**config.mk**
```make
export PLATFORM = sky130hd
export DESIGN_NAME = serial_rx_deser
export DESIGN_NICKNAME = d
export VERILOG_FILES = /design/src/rtl/srx_pkg.sv /design/src/rtl/srx_rst_sync.sv /design/src/rtl/srx_slot.sv /design/src/rtl/srx_capture.sv /design/src/rtl/serial_rx_deser.sv
export SDC_FILE = /design/constraint.sdc
export NUM_CORES = 1
export LEC_CHECK = 0
export BUFFER_PORTS_ARGS = -buffer_cell sky130_fd_sc_hd__buf_2
export CAP_MARGIN = 20
export CORE_ASPECT_RATIO = 1.4
export CORE_MARGIN = 2
export CORE_UTILIZATION = 45
export DETAILED_ROUTE_END_ITERATION = 6
export HOLD_SLACK_MARGIN = 0.12
export PLACE_DENSITY_LB_ADDON = 0.25
export SLEW_MARGIN = 15
export SYNTH_ARGS = -nofsm -noshare
export SYNTH_HDL_FRONTEND = slang
export SYNTH_SLANG_ARGS = --single-unit
```
**constraint.sdc**
```tcl
create_clock -name clk -period 1.95 [get_ports clk]
set_clock_uncertainty 0.1 [all_clocks]
set_input_delay 0.195 -clock clk [delete_from_list [all_inputs] [get_ports clk]]
set_output_delay 0.195 -clock clk [all_outputs]
set_load 0.02 [all_outputs]
```
**src/rtl/srx_pkg.sv**
```systemverilog
package srx_pkg;
  localparam int STATUS_BITS = 2;

  typedef struct packed {
    logic dv;
    logic crs;
  } srx_status_t;
endpackage

```
**src/rtl/srx_rst_sync.sv**
```systemverilog
module srx_rst_sync (
  input  logic clk,
  input  logic rst_n,
  output logic rst_sync_n
);
  logic stage_q;
  logic out_q;

  always_ff @(posedge clk or negedge rst_n) begin
    if (!rst_n) begin
      stage_q <= 1'b0;
      out_q   <= 1'b0;
    end else begin
      stage_q <= 1'b1;
      out_q   <= stage_q;
    end
  end

  assign rst_sync_n = out_q;
endmodule

```
**src/rtl/srx_slot.sv**
```systemverilog
module srx_slot #(
  parameter int SEG_BITS = 10,
  localparam int CNT_W = $clog2(SEG_BITS)
) (
  input  logic             clk,
  input  logic             rst_n,
  input  logic             sync_i,
  output logic             take_o,
  output logic [CNT_W-1:0] slot_o,
  output logic             last_o,
  output logic             aligned_o,
  output logic             err_o
);
  localparam logic [CNT_W-1:0] LAST_SLOT = CNT_W'(SEG_BITS - 1);

  logic [CNT_W-1:0] cnt_q, cnt_nxt;
  logic             aligned_q, aligned_nxt;
  logic             err_q, err_nxt;
  logic             early, missing, mid;

  always_comb begin
    mid     = aligned_q && (cnt_q != '0);
    early   = sync_i && mid;
    missing = !sync_i && aligned_q && (cnt_q == '0);
    take_o  = sync_i || mid;
    slot_o  = sync_i ? '0 : cnt_q;
    last_o  = take_o && (slot_o == LAST_SLOT);

    cnt_nxt = cnt_q;
    if (sync_i) begin
      cnt_nxt = CNT_W'(1);
    end else if (mid) begin
      cnt_nxt = (cnt_q == LAST_SLOT) ? '0 : cnt_q + CNT_W'(1);
    end

    aligned_nxt = aligned_q;
    if (sync_i) begin
      aligned_nxt = 1'b1;
    end else if (missing) begin
      aligned_nxt = 1'b0;
    end

    err_nxt = early || missing;
  end

  always_ff @(posedge clk or negedge rst_n) begin
    if (!rst_n) begin
      cnt_q     <= '0;
      aligned_q <= 1'b0;
      err_q     <= 1'b0;
    end else begin
      cnt_q     <= cnt_nxt;
      aligned_q <= aligned_nxt;
      err_q     <= err_nxt;
    end
  end

  assign aligned_o = aligned_q;
  assign err_o     = err_q;

  assert_slot_range_R8: assert property (@(posedge clk) disable iff (!rst_n)
    cnt_q <= LAST_SLOT);

  assert_lose_align_R7: assert property (@(posedge clk) disable iff (!rst_n)
    (aligned_q && (cnt_q == '0) && !sync_i) |=> (!aligned_q && err_q));

  assert_early_sync_R6: assert property (@(posedge clk) disable iff (!rst_n)
    (sync_i && aligned_q && (cnt_q != '0)) |=> (err_q && (cnt_q == CNT_W'(1))));
endmodule

```
**src/rtl/srx_capture.sv**
```systemverilog
module srx_capture #(
  parameter int DATA_BITS = 8,
  parameter int SEG_BITS = DATA_BITS + srx_pkg::STATUS_BITS,
  localparam int CNT_W = $clog2(SEG_BITS)
) (
  input  logic                 clk,
  input  logic                 rst_n,
  input  logic                 take_i,
  input  logic [CNT_W-1:0]     slot_i,
  input  logic                 last_i,
  input  logic                 bit_i,
  output srx_pkg::srx_status_t status_o,
  output logic [DATA_BITS-1:0] byte_o,
  output logic                 stb_o
);
  localparam int HOLD_BITS = SEG_BITS - 1;

  logic [HOLD_BITS-1:0] seg_q, seg_nxt;
  logic [SEG_BITS-1:0]  full;
  srx_pkg::srx_status_t status_q, status_nxt;
  logic [DATA_BITS-1:0] byte_q, byte_nxt;
  logic                 stb_q, stb_nxt;

  for (genvar i = 0; i < HOLD_BITS; i++) begin : g_slot
    always_comb begin
      seg_nxt[i] = (take_i && (slot_i == CNT_W'(i))) ? bit_i : seg_q[i];
    end
  end

  always_comb begin
    full       = {bit_i, seg_q};
    status_nxt = status_q;
    byte_nxt   = byte_q;
    stb_nxt    = 1'b0;
    if (last_i) begin
      status_nxt.crs = full[0];
      status_nxt.dv  = full[1];
      if (full[1]) begin
        byte_nxt = full[SEG_BITS-1:srx_pkg::STATUS_BITS];
        stb_nxt  = 1'b1;
      end
    end
  end

  always_ff @(posedge clk or negedge rst_n) begin
    if (!rst_n) begin
      seg_q    <= '0;
      status_q <= '0;
      byte_q   <= '0;
      stb_q    <= 1'b0;
    end else begin
      seg_q    <= seg_nxt;
      status_q <= status_nxt;
      byte_q   <= byte_nxt;
      stb_q    <= stb_nxt;
    end
  end

  assign status_o = status_q;
  assign byte_o   = byte_q;
  assign stb_o    = stb_q;

  assert_byte_hold_R5: assert property (@(posedge clk) disable iff (!rst_n)
    !stb_q |-> $stable(byte_q));
endmodule

```
**src/rtl/serial_rx_deser.sv**
```systemverilog
module serial_rx_deser #(
  parameter int DATA_BITS = 8,
  localparam int SEG_BITS = DATA_BITS + srx_pkg::STATUS_BITS,
  localparam int CNT_W = $clog2(SEG_BITS)
) (
  input  logic                 clk,
  input  logic                 rst_n,
  input  logic                 rx_sync,
  input  logic                 rx_bit,
  output logic                 crs_o,
  output logic                 dv_o,
  output logic [DATA_BITS-1:0] byte_o,
  output logic                 byte_stb_o,
  output logic                 sync_err_o
);
  logic                 rst_sync_n;
  logic                 take;
  logic [CNT_W-1:0]     slot;
  logic                 last;
  logic                 aligned;
  srx_pkg::srx_status_t status;

  srx_rst_sync u_rst (
    .clk        (clk),
    .rst_n      (rst_n),
    .rst_sync_n (rst_sync_n)
  );

  srx_slot #(.SEG_BITS(SEG_BITS)) u_slot (
    .clk       (clk),
    .rst_n     (rst_sync_n),
    .sync_i    (rx_sync),
    .take_o    (take),
    .slot_o    (slot),
    .last_o    (last),
    .aligned_o (aligned),
    .err_o     (sync_err_o)
  );

  srx_capture #(.DATA_BITS(DATA_BITS), .SEG_BITS(SEG_BITS)) u_cap (
    .clk      (clk),
    .rst_n    (rst_sync_n),
    .take_i   (take),
    .slot_i   (slot),
    .last_i   (last),
    .bit_i    (rx_bit),
    .status_o (status),
    .byte_o   (byte_o),
    .stb_o    (byte_stb_o)
  );

  assign crs_o = status.crs;
  assign dv_o  = status.dv;

  assert_stb_needs_align_R2: assert property (@(posedge clk) disable iff (!rst_sync_n)
    byte_stb_o |-> ($past(aligned) || $past(rx_sync)));

  assert_stb_single_R5: assert property (@(posedge clk) disable iff (!rst_sync_n)
    byte_stb_o |=> !byte_stb_o);

  assert_stb_has_dv_R5: assert property (@(posedge clk) disable iff (!rst_sync_n)
    byte_stb_o |-> dv_o);

  assert_status_hold_R4: assert property (@(posedge clk) disable iff (!rst_sync_n)
    !$past(last) |-> ($stable(crs_o) && $stable(dv_o)));
endmodule

```
==> out/qor.log, run 1 <==
[sta] Worst Max-Slew Pin Slew 555 ps
[logic_synthesis] total of flip-flops plus latches after synthesis 28
[grt] vias in the first global route 856
[worst_setup_path] launching element of the worst setup path u_slot.cnt_q[1]$_DFFE_PN0P_
[sta] worst slew margin relative to its limit 0.630
[logic_synthesis] Avg Cell Area, Syn 12.9 um^2
[floorplanning] overall die width 49.7 um
[pwr] post-layout power 1.76 mW
[floorplanning] top-level port count 16
[cells_and_area] footprint of the multi-input gates 559 um^2
[clocking] CTS H-tree lvls 1
[clocking] TritonCTS clock tree yes
[sta] Setup WS post-layout 221 ps
[placement] Cell Count Post-Placement 151
[pwr] leakage power figure 0.762 nW
[status] outcome finished clean
[cells_and_area] number of filler instances in the final layout 257
[sta] setup repair after global routing missed its margin false
[clocking] number of buffers on the longest clock path 2
[placement] placed instance area 1420 um^2
[logic_synthesis] share of synthesized area occupied by flip-flops and latches 0.532
[logic_synthesis] cells after synthesis 102
[logic_synthesis] Syn Std Cell Area 1320 um^2
[clocking] post-CTS setup-driven buffer insertion count 0
[floorplanning] die area 3380 um^2
[routing] vias per inst 5.15
[floorplanning] core footprint 2820 um^2
[worst_setup_path] critical path fanouts, max 4
[cells_and_area] area of all sequential standard cells 702 um^2
[worst_setup_path] startpoint class of the critical path register
[job] max_cap viols 0
[logic_synthesis] most area-consuming cells after synthesis dfrtp_1, mux2_2, mux2_4
[logic_synthesis] area share of the largest cell type after synthesis 0.532
[sta] Final period util 0.887
[worst_setup_path] critical path type register to register
[grt] antenna violations before repair 0
[floorplanning] number of placement rows 23
[cells_and_area] final design utilization 0.530
[routing] Routed WL 2.15 mm
[cells_and_area] Post-Layout Inst Area 1500 um^2
[placement] dpl ws 143 ps
[routing] DR DRC count 0
[routing] DR vias 809
[grt] maximum number of pins on one net before global-route repair 16
[sta] Max Slew Vio Count 0
[sta] Hold Fails Final Rpt 0
[routing] drt wl/cell 13.7 um
[clocking] CTS root buf clkbuf_8
[worst_setup_path] Critical Path End Type register
[cells_and_area] commonest non-fill, non-tap cell in the layout dfrtp_1
[grt] Remaining Overflow, GRT 0
[logic_synthesis] total nets after synthesis 109
[grt] GRT Resource Usage Total 0.152
[sta] Max Fclk 578 MHz
[clocking] number of sinks handled by clock tree synthesis 28
[routing] count of nets left with antenna violations after detail routing 0
[cells_and_area] fraction of final layout cells with drive strength greater than 1 0.400
[cells_and_area] post-route insts no fill 157
[logic_synthesis] unique cell type count in the Yosys netlist 35
[cells_and_area] count of inserted antenna diode cells 0
[clocking] clock latency on the worst-skew pair 270 ps
[placement] I/O Buffers 15
[sta] number of setup violations in the final report 0
[floorplanning] initial standard-cell utilization of the core 0.467
[sta] hold_ws 130 ps
[grt] global-route wire length before repair 3.78 mm
[min_path] worst hold path class register to asynchronous set/reset pin
[worst_setup_path] worst path required time 2000 ps
[worst_setup_path] signal arrival time at the worst endpoint 1780 ps
[sta] final critical path time including I/O delays and setup 1730 ps
[logic_synthesis] largest area contributor in the netlist dfrtp_1
[floorplanning] vertical extent of the die 68.0 um
[cells_and_area] post-layout net count 128
[routing] drt first pass iters 3
[worst_setup_path] Worst R2R Path Depth 5
[routing] first-iteration detailed-routing DRC count 3
[cells_and_area] commonest non-fill, non-tap cells in the layout dfrtp_1, mux2_2, buf_2, nand2_1, nand3_1
[placement] Post-DP HPWL 1.64 mm
[clocking] Num CTS Buffers 3
[logic_synthesis] Ys Warns 0
[sta] Final TNS setup 0 ps
[pwr] peak supply drop 0.000619 V
[worst_setup_path] Crit Reg-Reg Startpoint u_slot.cnt_q[1]$_DFFE_PN0P_
[pwr] power density of the placed cells 1180 nW/um^2
[cells_and_area] synth-to-layout area growth 13.5%
[clocking] clock slew at reported path FFs 90 ps
[placement] routability cong. 0.823
==> layer usage <==
layer	track usage	part of all wire	vias to the layer above
li1	-	-	388
met1	0.159	0.43	408
met2	0.287	0.53	10
met3	0.0262	0.025	3
met4	0.0833	0.018	0
met5	0	0	-
==> sequential cells by signal, summed over array words and instances (netlist names) <==
signal            cells
u_cap.byte_o          8
u_cap.seg_q           9
u_cap.status_o        2
u_cap.stb_o           1
u_rst.rst_sync_n      1
u_rst.stage_q         1
u_slot.aligned_o      1
u_slot.cnt_q          4
u_slot.err_o          1
==> synth_stat cells, drive strengths merged <==
cell type,count
nor3b,2
nor2,3
nor2b,1
and4bb,1
a211o,1
o21ai,4
nand4b,1
nand2,6
or3,1
and3b,1
or3b,1
mux2,19
buf,5
dfrtp,28
a21boi,1
xnor2,1
nand4,2
inv,4
nand2b,1
clkbuf,1
a21oi,4
nand3,5
conb,1
nor4b,1
and4b,1
a21bo,1
ha,3
nor4,1
and2b,1
==> repair_timing <==
action | 4_1_cts | 5_1_grt
setup endpoints to repair | 0 | 2
hold endpoints to repair | 2 | 0
gates resized for setup | 0 | 1
hold buffers | 2 | 0
==> path summary, 6_finish.rpt <==
path,end,slack (ps)
worst max-delay path,u_slot.cnt_q[1]$_DFFE_PN0P_,220
worst min-delay path,u_cap.byte_o[3]$_DFFE_PN0P_,130
min in group clk,u_slot.cnt_q[2]$_DFFE_PN0P_,160
worst min register to register,u_cap.byte_o[3]$_DFFE_PN0P_,130
max in group asynchronous,u_rst.rst_sync_n$_DFF_PN0_,980
worst max register to register,u_slot.cnt_q[1]$_DFFE_PN0P_,220
==> cell type report <==
class,count,area share
clock buffer,4,0.0368
inverter,4,0.0100
multi-input combinational,64,0.374
sequential,28,0.469
tap,37,0.0310
timing repair buffer,20,0.0787
==> power by group <==
group | internal (mW) | leakage, nW | total (mW) | switching [mW]
registers | 0.716 | 0.364 | 0.846 | 0.130
clock network | 0.181 | 0.0288 | 0.348 | 0.167
logic | 0.294 | 0.369 | 0.571 | 0.277
==> critical path, cell delays in order, from the launching register on <==
cell and delay (ps):
dfrtp_1 440, inv_1 140, ha_1 260, or3b_2 490, nand4b_1 110, a21oi_1 80
==> kinds of logic (layout without fill, tap and decap cells) <==
kind of cell / after synthesis / count (layout) / share of synthesized area
simple gates: 29 / 29 / 0.165
flops: 28 / 28 / 0.532
mux: 19 / 19 / 0.171
compound gates: 11 / 11 / 0.0503
buf+inv: 10 / 28 / 0.0437
fa+ha+maj: 3 / 3 / 0.0285
other cells: 1 / 1 / 0.00285
xor+xnor: 1 / 1 / 0.00665
Power figures use the tool's default switching activity.
==> run 2, diff against run 1 <==
--- a/config.mk
+++ b/config.mk
@@ -13,6 +13,7 @@
 export DETAILED_ROUTE_END_ITERATION = 6
 export HOLD_SLACK_MARGIN = 0.12
 export PLACE_DENSITY_LB_ADDON = 0.25
+export RECOVER_POWER = 25
 export SLEW_MARGIN = 15
 export SYNTH_ARGS = -nofsm -noshare
 export SYNTH_HDL_FRONTEND = slang
==> constraint.sdc (replaced) <==
create_clock -name clk -period 1.67 [get_ports clk]
set_clock_uncertainty 0.1 [all_clocks]
set_input_delay 0.167 -clock clk [delete_from_list [all_inputs] [get_ports clk]]
set_output_delay 0.167 -clock clk [all_outputs]
set_load 0.02 [all_outputs]
==> out/qor.log, run 2 (synthesized netlist as in run 1, its figures left out) <==
[sta] worst slew margin relative to its limit 0.553 [-0.0766]
[job] max_cap viols 0 [unchanged]
[placement] I/O Buffers 15 [unchanged]
[grt] vias in the first global route 910 [+6.3%]
[floorplanning] vertical extent of the die 68.0 um [unchanged]
[cells_and_area] post-route insts no fill 168 [+7.0%]
[cells_and_area] count of inserted antenna diode cells 0 [unchanged]
[worst_setup_path] crit path cell chain buf_6 -> ha_4 -> mux2_2 -> or3_4 -> a21oi_2
[clocking] CTS root buf clkbuf_8
[cells_and_area] footprint of the multi-input gates 598 um^2 [+6.9%]
[clocking] number of sinks handled by clock tree synthesis 28 [unchanged]
[placement] Post-DP HPWL 1.73 mm [+5.4%]
[grt] antenna violations before repair 0 [unchanged]
[floorplanning] core footprint 2820 um^2 [unchanged]
[sta] Worst Max-Slew Pin Slew 670 ps [+115 ps]
[cells_and_area] area of all sequential standard cells 702 um^2 [unchanged]
[grt] maximum number of pins on one net before global-route repair 16 [unchanged]
[floorplanning] die area 3380 um^2 [unchanged]
[clocking] Num CTS Buffers 3 [unchanged]
[routing] drt wl/cell 14.4 um [+5.6%]
[sta] Max Fclk 608 MHz [+5.1%]
[cells_and_area] fraction of final layout cells with drive strength greater than 1 0.489 [+0.0885]
[clocking] clock latency on the worst-skew pair 270 ps [about the same]
[cells_and_area] final design utilization 0.574 [+0.0439]
[pwr] leakage power figure 0.818 nW [+7.3%]
[pwr] post-layout power 2.31 mW [+31%]
[sta] number of setup violations in the final report 0 [unchanged]
[pwr] peak supply drop 0.000849 V [+37%]
[sta] hold_ws 128 ps [-2.75 ps]
[cells_and_area] post-layout net count 139 [+8.6%]
[clocking] clock slew at reported path FFs 90 ps [about the same]
[floorplanning] number of placement rows 23 [unchanged]
[cells_and_area] number of flip-flops under the largest register name 9 [unchanged]
[cells_and_area] synth-to-layout area growth 22.9%
[cells_and_area] Top reg by flops u_cap.seg_q
[worst_setup_path] startpoint class of the critical path register
[routing] DR DRC count 0 [unchanged]
[worst_setup_path] Critical Path End Type register
[worst_setup_path] slowest stage cell, crit path dfrtp_2
[sta] final critical path time including I/O delays and setup 1650 ps [-84.0 ps]
[worst_setup_path] maximum cell stage delay along the critical path 440 ps [-50 ps]
[sta] Hold Fails Final Rpt 0 [unchanged]
[min_path] worst hold path class input port to register
[sta] setup repair after global routing missed its margin true
[cells_and_area] commonest non-fill, non-tap cell in the layout dfrtp_1
[worst_setup_path] critical path fanouts, max 4 [unchanged]
[sta] Final period util 0.985 [+0.0984]
[clocking] CTS H-tree lvls 1 [unchanged]
[grt] GRT Resource Usage Total 0.160 [+0.00828]
[pwr] power density of the placed cells 1430 nW/um^2 [+21%]
[cells_and_area] number of filler instances in the final layout 252 [-1.9%]
[routing] count of nets left with antenna violations after detail routing 0 [unchanged]
[floorplanning] initial standard-cell utilization of the core 0.467 [unchanged]
[status] outcome finished clean
[cells_and_area] commonest non-fill, non-tap cells in the layout dfrtp_1, mux2_2, buf_2, buf_4, nand2_1
[placement] Cell Count Post-Placement 158 [+4.6%]
[floorplanning] overall die width 49.7 um [unchanged]
[routing] Routed WL 2.42 mm [+13%]
[floorplanning] top-level port count 16 [unchanged]
[worst_setup_path] signal arrival time at the worst endpoint 1750 ps [-30 ps]
[routing] DR vias 871 [+7.7%]
[worst_setup_path] critical path type register to register
[sta] Max Slew Vio Count 0 [unchanged]
[worst_setup_path] setup slack of the most critical reg-to-reg path 20 ps [-200 ps]
[worst_setup_path] worst path required time 1770 ps [-230 ps]
[clocking] TritonCTS clock tree yes
[routing] first-iteration detailed-routing DRC count 5 [+2]
[routing] vias per inst 5.18 [+0.61%]
[routing] drt first pass iters 4 [+1]
[clocking] number of buffers on the longest clock path 2 [unchanged]
[grt] Remaining Overflow, GRT 0 [unchanged]
[placement] routability cong. 0.811 [-1.4%]
[grt] global-route wire length before repair 4.06 mm [+7.3%]
==> run 2: changes by cell type in the layout (fill, tap and decap cells not counted), sizes merged <==
cell and change:
buf +9, clkbuf +1, dlygate4sd3 +1
==> run 2: final cells by class <==
cell class	count	area share
tap	37	0.0286
multi-input combinational	64	0.369
inverter	4	0.00927
sequential	28	0.434
timing repair buffer	31	0.125
clock buffer	4	0.0340
==> run 2: path summary, 6_finish.rpt <==
path | startpoint | to | cells past startpoint
max | u_slot.cnt_q[0]$_DFFE_PN0P_ | u_slot.cnt_q[2]$_DFFE_PN0P_ | 5
min | rx_sync | u_slot.cnt_q[2]$_DFFE_PN0P_ | 2
max reg2reg | u_slot.cnt_q[0]$_DFFE_PN0P_ | u_slot.cnt_q[2]$_DFFE_PN0P_ | 5
min reg2reg | u_rst.stage_q$_DFF_PN0_ | u_rst.rst_sync_n$_DFF_PN0_ | 0
max in group asynchronous | u_rst.rst_sync_n$_DFF_PN0_ | u_slot.cnt_q[0]$_DFFE_PN0P_ | 2
min in group asynchronous | u_rst.rst_sync_n$_DFF_PN0_ | u_cap.seg_q[7]$_DFFE_PN0P_ | 2
==> run 2: power breakdown <==
group | leakage (nW) | total [mW] | internal, mW | switching (mW)
sequential | 0.364 | 0.961 | 0.837 | 0.124
combinational | 0.425 | 0.946 | 0.506 | 0.440
clock | 0.0288 | 0.402 | 0.211 | 0.192
total | 0.818 | 2.31 | 1.55 | 0.756
==> run 2: through the flow <==
stage	setup TNS [ps]	instance area, um^2	setup WS, ps
2_1_floorplan	0	1320	10.5
3_5_place_dp	-43.2	1480	-25.6
3_3_place_gp	0	1480	21.9
6_report	0	1620	24.9
5_1_grt	-141	1620	-26.0
4_1_cts	0	1560	4.43
==> run 2: metal layers <==
layer	GRT usage	part of all wire	up-vias
met5	0	0	-
met2	0.292	0.54	10
li1	-	-	416
met4	0.0729	0.020	0
met1	0.188	0.43	439
met3	0.0197	0.017	6
==> run 2: what timing repair did <==
action,CTS,global route
buffers inserted,0,3
endpoints found under the hold margin,28,0
resized for setup,1,9
hold buffers,3,0
setup endpoints to repair,7,11
pin swaps,0,5
==> run 2: critical path, delay by kind of cell, from the launching register on <==
kind	cells	cell delay [ps]
multiplexers	1	250
adder cells (fa/ha/maj)	1	160
AND/OR/NAND/NOR	1	360
AO/OA/AOI/OAI	1	130
flip-flops	1	440
buffers and inverters	1	140
==> run 3, diff against run 2 <==
--- a/config.mk
+++ b/config.mk
@@ -13,7 +13,7 @@
 export DETAILED_ROUTE_END_ITERATION = 6
 export HOLD_SLACK_MARGIN = 0.12
 export PLACE_DENSITY_LB_ADDON = 0.25
-export RECOVER_POWER = 25
+export RECOVER_POWER = 100
 export SLEW_MARGIN = 15
 export SYNTH_ARGS = -nofsm -noshare
 export SYNTH_HDL_FRONTEND = slang
==> out/qor.log, run 3 (synthesized netlist as in run 1, its figures left out) <==
[grt] M2 GR Usage 0.292 [unchanged]
[grt] met3 track utilization from global routing 0.0197 [unchanged]
[routing] Routed WL 2.42 mm [-0.33%]
[grt] GRT Resource Usage Total 0.160 [unchanged]
[cells_and_area] post-layout net count 139 [unchanged]
[sta] hold_ws 127 ps [-0.508 ps]
[worst_setup_path] startpoint class of the critical path register
[sta] number of setup violations in the final report 0 [unchanged]
[placement] routability cong. 0.811 [unchanged]
[placement] Post-DP HPWL 1.73 mm [unchanged]
[min_path] destination of the worst hold path u_slot.cnt_q[2]$_DFFE_PN0P_
[pwr] power density of the placed cells 1430 nW/um^2 [+0.59%]
[worst_setup_path] setup slack of the most critical reg-to-reg path 30 ps [about the same]
[status] outcome finished clean
[min_path] number of cells on the worst hold path 2 [unchanged]
[pwr] proportion of power drawn by flip-flops and latches 0.418 [+0.002]
[routing] first-iteration detailed-routing DRC count 5 [unchanged]
[routing] drt first pass iters 4 [unchanged]
[clocking] CTS root buf clkbuf_8
[sta] Hold Fails Final Rpt 0 [unchanged]
[floorplanning] top-level port count 16 [unchanged]
[floorplanning] initial standard-cell utilization of the core 0.467 [unchanged]
[worst_setup_path] Crit Reg-Reg Startpoint u_slot.cnt_q[0]$_DFFE_PN0P_
[routing] drt wl/cell 14.4 um [-0.33%]
[pwr] switching component of the power 756 uW [about the same]
[worst_setup_path] worst path required time 1780 ps [about the same]
[pwr] clock share of power 0.175 [about the same]
[worst_setup_path] critical path fanouts, max 4 [unchanged]
[worst_setup_path] signal arrival time at the worst endpoint 1750 ps [about the same]
[grt] global-route wire length before repair 4.06 mm [unchanged]
[clocking] Num CTS Buffers 3 [unchanged]
[cells_and_area] count of inserted antenna diode cells 0 [unchanged]
[cells_and_area] number of filler instances in the final layout 260 [+3.2%]
[sta] setup repair after global routing missed its margin true
[cells_and_area] final design utilization 0.568 [-0.00621]
[sta] Final period util 0.984 [about the same]
[pwr] peak supply drop 0.000849 V [+0.11%]
[pwr] leakage power figure 0.766 nW [-6.3%]
[sta] Max Fclk 608 MHz [about the same]
[floorplanning] vertical extent of the die 68.0 um [unchanged]
[cells_and_area] footprint of the multi-input gates 598 um^2 [unchanged]
[worst_setup_path] critical path type register to register
[clocking] CTS H-tree lvls 1 [unchanged]
[pwr] fraction of power spent switching nets 0.329 [+0.00157]
[pwr] total internal power 1.54 mW [-0.73%]
[sta] Worst Max-Slew Pin Slew 670 ps [+0.0829 ps]
[cells_and_area] commonest non-fill, non-tap cell in the layout dfrtp_1
[grt] vias in the first global route 910 [unchanged]
[placement] I/O Buffers 15 [unchanged]
[cells_and_area] commonest non-fill, non-tap cells in the layout dfrtp_1, mux2_2, clkbuf_1, buf_4, nand2_1
[grt] maximum number of pins on one net before global-route repair 16 [unchanged]
[routing] DR vias 868 [-0.34%]
[clocking] clock latency on the worst-skew pair 270 ps [about the same]
[floorplanning] number of placement rows 23 [unchanged]
[worst_setup_path] Critical Path End Type register
[sta] worst slew margin relative to its limit 0.553 [about the same]
[cells_and_area] synth-to-layout area growth 21.6%
[floorplanning] core footprint 2820 um^2 [unchanged]
[clocking] number of sinks handled by clock tree synthesis 28 [unchanged]
[min_path] hold path start rx_sync
[routing] vias per inst 5.17 [-0.34%]
[clocking] clock slew at reported path FFs 90 ps [about the same]
[floorplanning] die area 3380 um^2 [unchanged]
[cells_and_area] number of flip-flops under the largest register name 9 [unchanged]
[cells_and_area] Top reg by flops u_cap.seg_q
[routing] count of nets left with antenna violations after detail routing 0 [unchanged]
[cells_and_area] fraction of final layout cells with drive strength greater than 1 0.397 [-0.0916]
[clocking] number of buffers on the longest clock path 2 [unchanged]
[sta] final critical path time including I/O delays and setup 1640 ps [-1.03 ps]
[routing] DR DRC count 0 [unchanged]
[floorplanning] overall die width 49.7 um [unchanged]
[cells_and_area] area of all sequential standard cells 702 um^2 [unchanged]
[grt] met1 track demand over resource in global routing 0.188 [unchanged]
[sta] Max Slew Vio Count 0 [unchanged]
[clocking] TritonCTS clock tree yes
[grt] antenna violations before repair 0 [unchanged]
[pwr] part of the power in combinational logic 0.407 [-0.003]
[min_path] worst hold path class input port to register
[job] max_cap viols 0 [unchanged]
[worst_setup_path] Worst R2R Path Depth 5 [unchanged]
[grt] Remaining Overflow, GRT 0 [unchanged]
[grt] busiest layer in global routing met2
[worst_setup_path] endpoint of the lowest-slack register-to-register path u_slot.cnt_q[2]$_DFFE_PN0P_
-- run 3: cell types whose count changed in the layout (fill, tap and decap cells not counted) --
| cell | before | now |
|---|---|---|
| buf_2 | 15 | 3 |
| clkbuf_2 | 0 | 1 |
| buf_4 | 11 | 10 |
| clkbuf_1 | 1 | 13 |
-- run 3: power groups by stage --
stage | logic [mW] | clock network [mW] | registers, mW
floorplan | 0.554 | 0 | 0.980
global placement | 0.777 | 0 | 0.961
detailed placement | 0.788 | 0 | 0.972
CTS | 0.805 | 0.417 | 0.960
global route | 1.03 | 0.452 | 0.983
finish | 0.934 | 0.402 | 0.960
-- run 3: what timing repair did --
item | CTS | global route
endpoints found under the setup margin | 7 | 11
resized for setup | 1 | 9
pin swaps | 0 | 5
hold endpoints to repair | 28 | 0
buffers inserted | 0 | 3
hold buffers | 3 | 0
-- run 3: how the worst max path moves through the flow --
| stage | cells after the start | to | slack [ps] | startpoint |
|---|---|---|---|---|
| floorplan | 6 | u_slot.cnt_q[1]$_DFFE_PN0P_ | 10 | u_slot.cnt_q[1]$_DFFE_PN0P_ |
| global placement | 5 | u_cap.seg_q[2]$_DFFE_PN0P_ | 20 | u_slot.cnt_q[0]$_DFFE_PN0P_ |
| detailed placement | 5 | u_cap.seg_q[2]$_DFFE_PN0P_ | -30 | u_slot.cnt_q[0]$_DFFE_PN0P_ |
| CTS | 5 | u_slot.cnt_q[1]$_DFFE_PN0P_ | 4 | u_slot.cnt_q[0]$_DFFE_PN0P_ |
| global route | 5 | u_slot.cnt_q[2]$_DFFE_PN0P_ | -30 | u_slot.cnt_q[0]$_DFFE_PN0P_ |
| finish | 5 | u_slot.cnt_q[2]$_DFFE_PN0P_ | 30 | u_slot.cnt_q[0]$_DFFE_PN0P_ |
-- run 3: metrics by stage --
step | instances | instance area (um^2) | setup WS, ps | power, mW | TNS (ps)
2_1_floorplan | 102 | 1320 | 10.5 | 1.53 | 0
3_3_place_gp | 158 | 1480 | 21.9 | 1.74 | 0
3_5_place_dp | 158 | 1480 | -25.6 | 1.76 | -43.2
4_1_cts | 165 | 1560 | 4.43 | 2.18 | 0
5_1_grt | 168 | 1600 | -26.0 | 2.46 | -141
6_report | 168 | 1600 | 26.0 | 2.30 | 0
-- run 3: cell type report --
type	instances	area share
Clock buffer	4	0.0344
Tap cell	37	0.0289
Multi-Input combinational cell	64	0.373
Inverter	4	0.00937
Sequential cell	28	0.438
Timing Repair Buffer	31	0.116
-- run 3: worst max-delay path: stages, from the launching register on --
cell and delay, ps:
dfrtp_2 440, buf_6 140, ha_4 160, mux2_2 250, or3_4 360, a21oi_2 130
-- run 3: per-layer routing --
metal	vias to the layer above	routed length, um
li1	416	-
met1	434	1040
met2	12	1290
met3	6	45
met4	0	48
met5	-	0
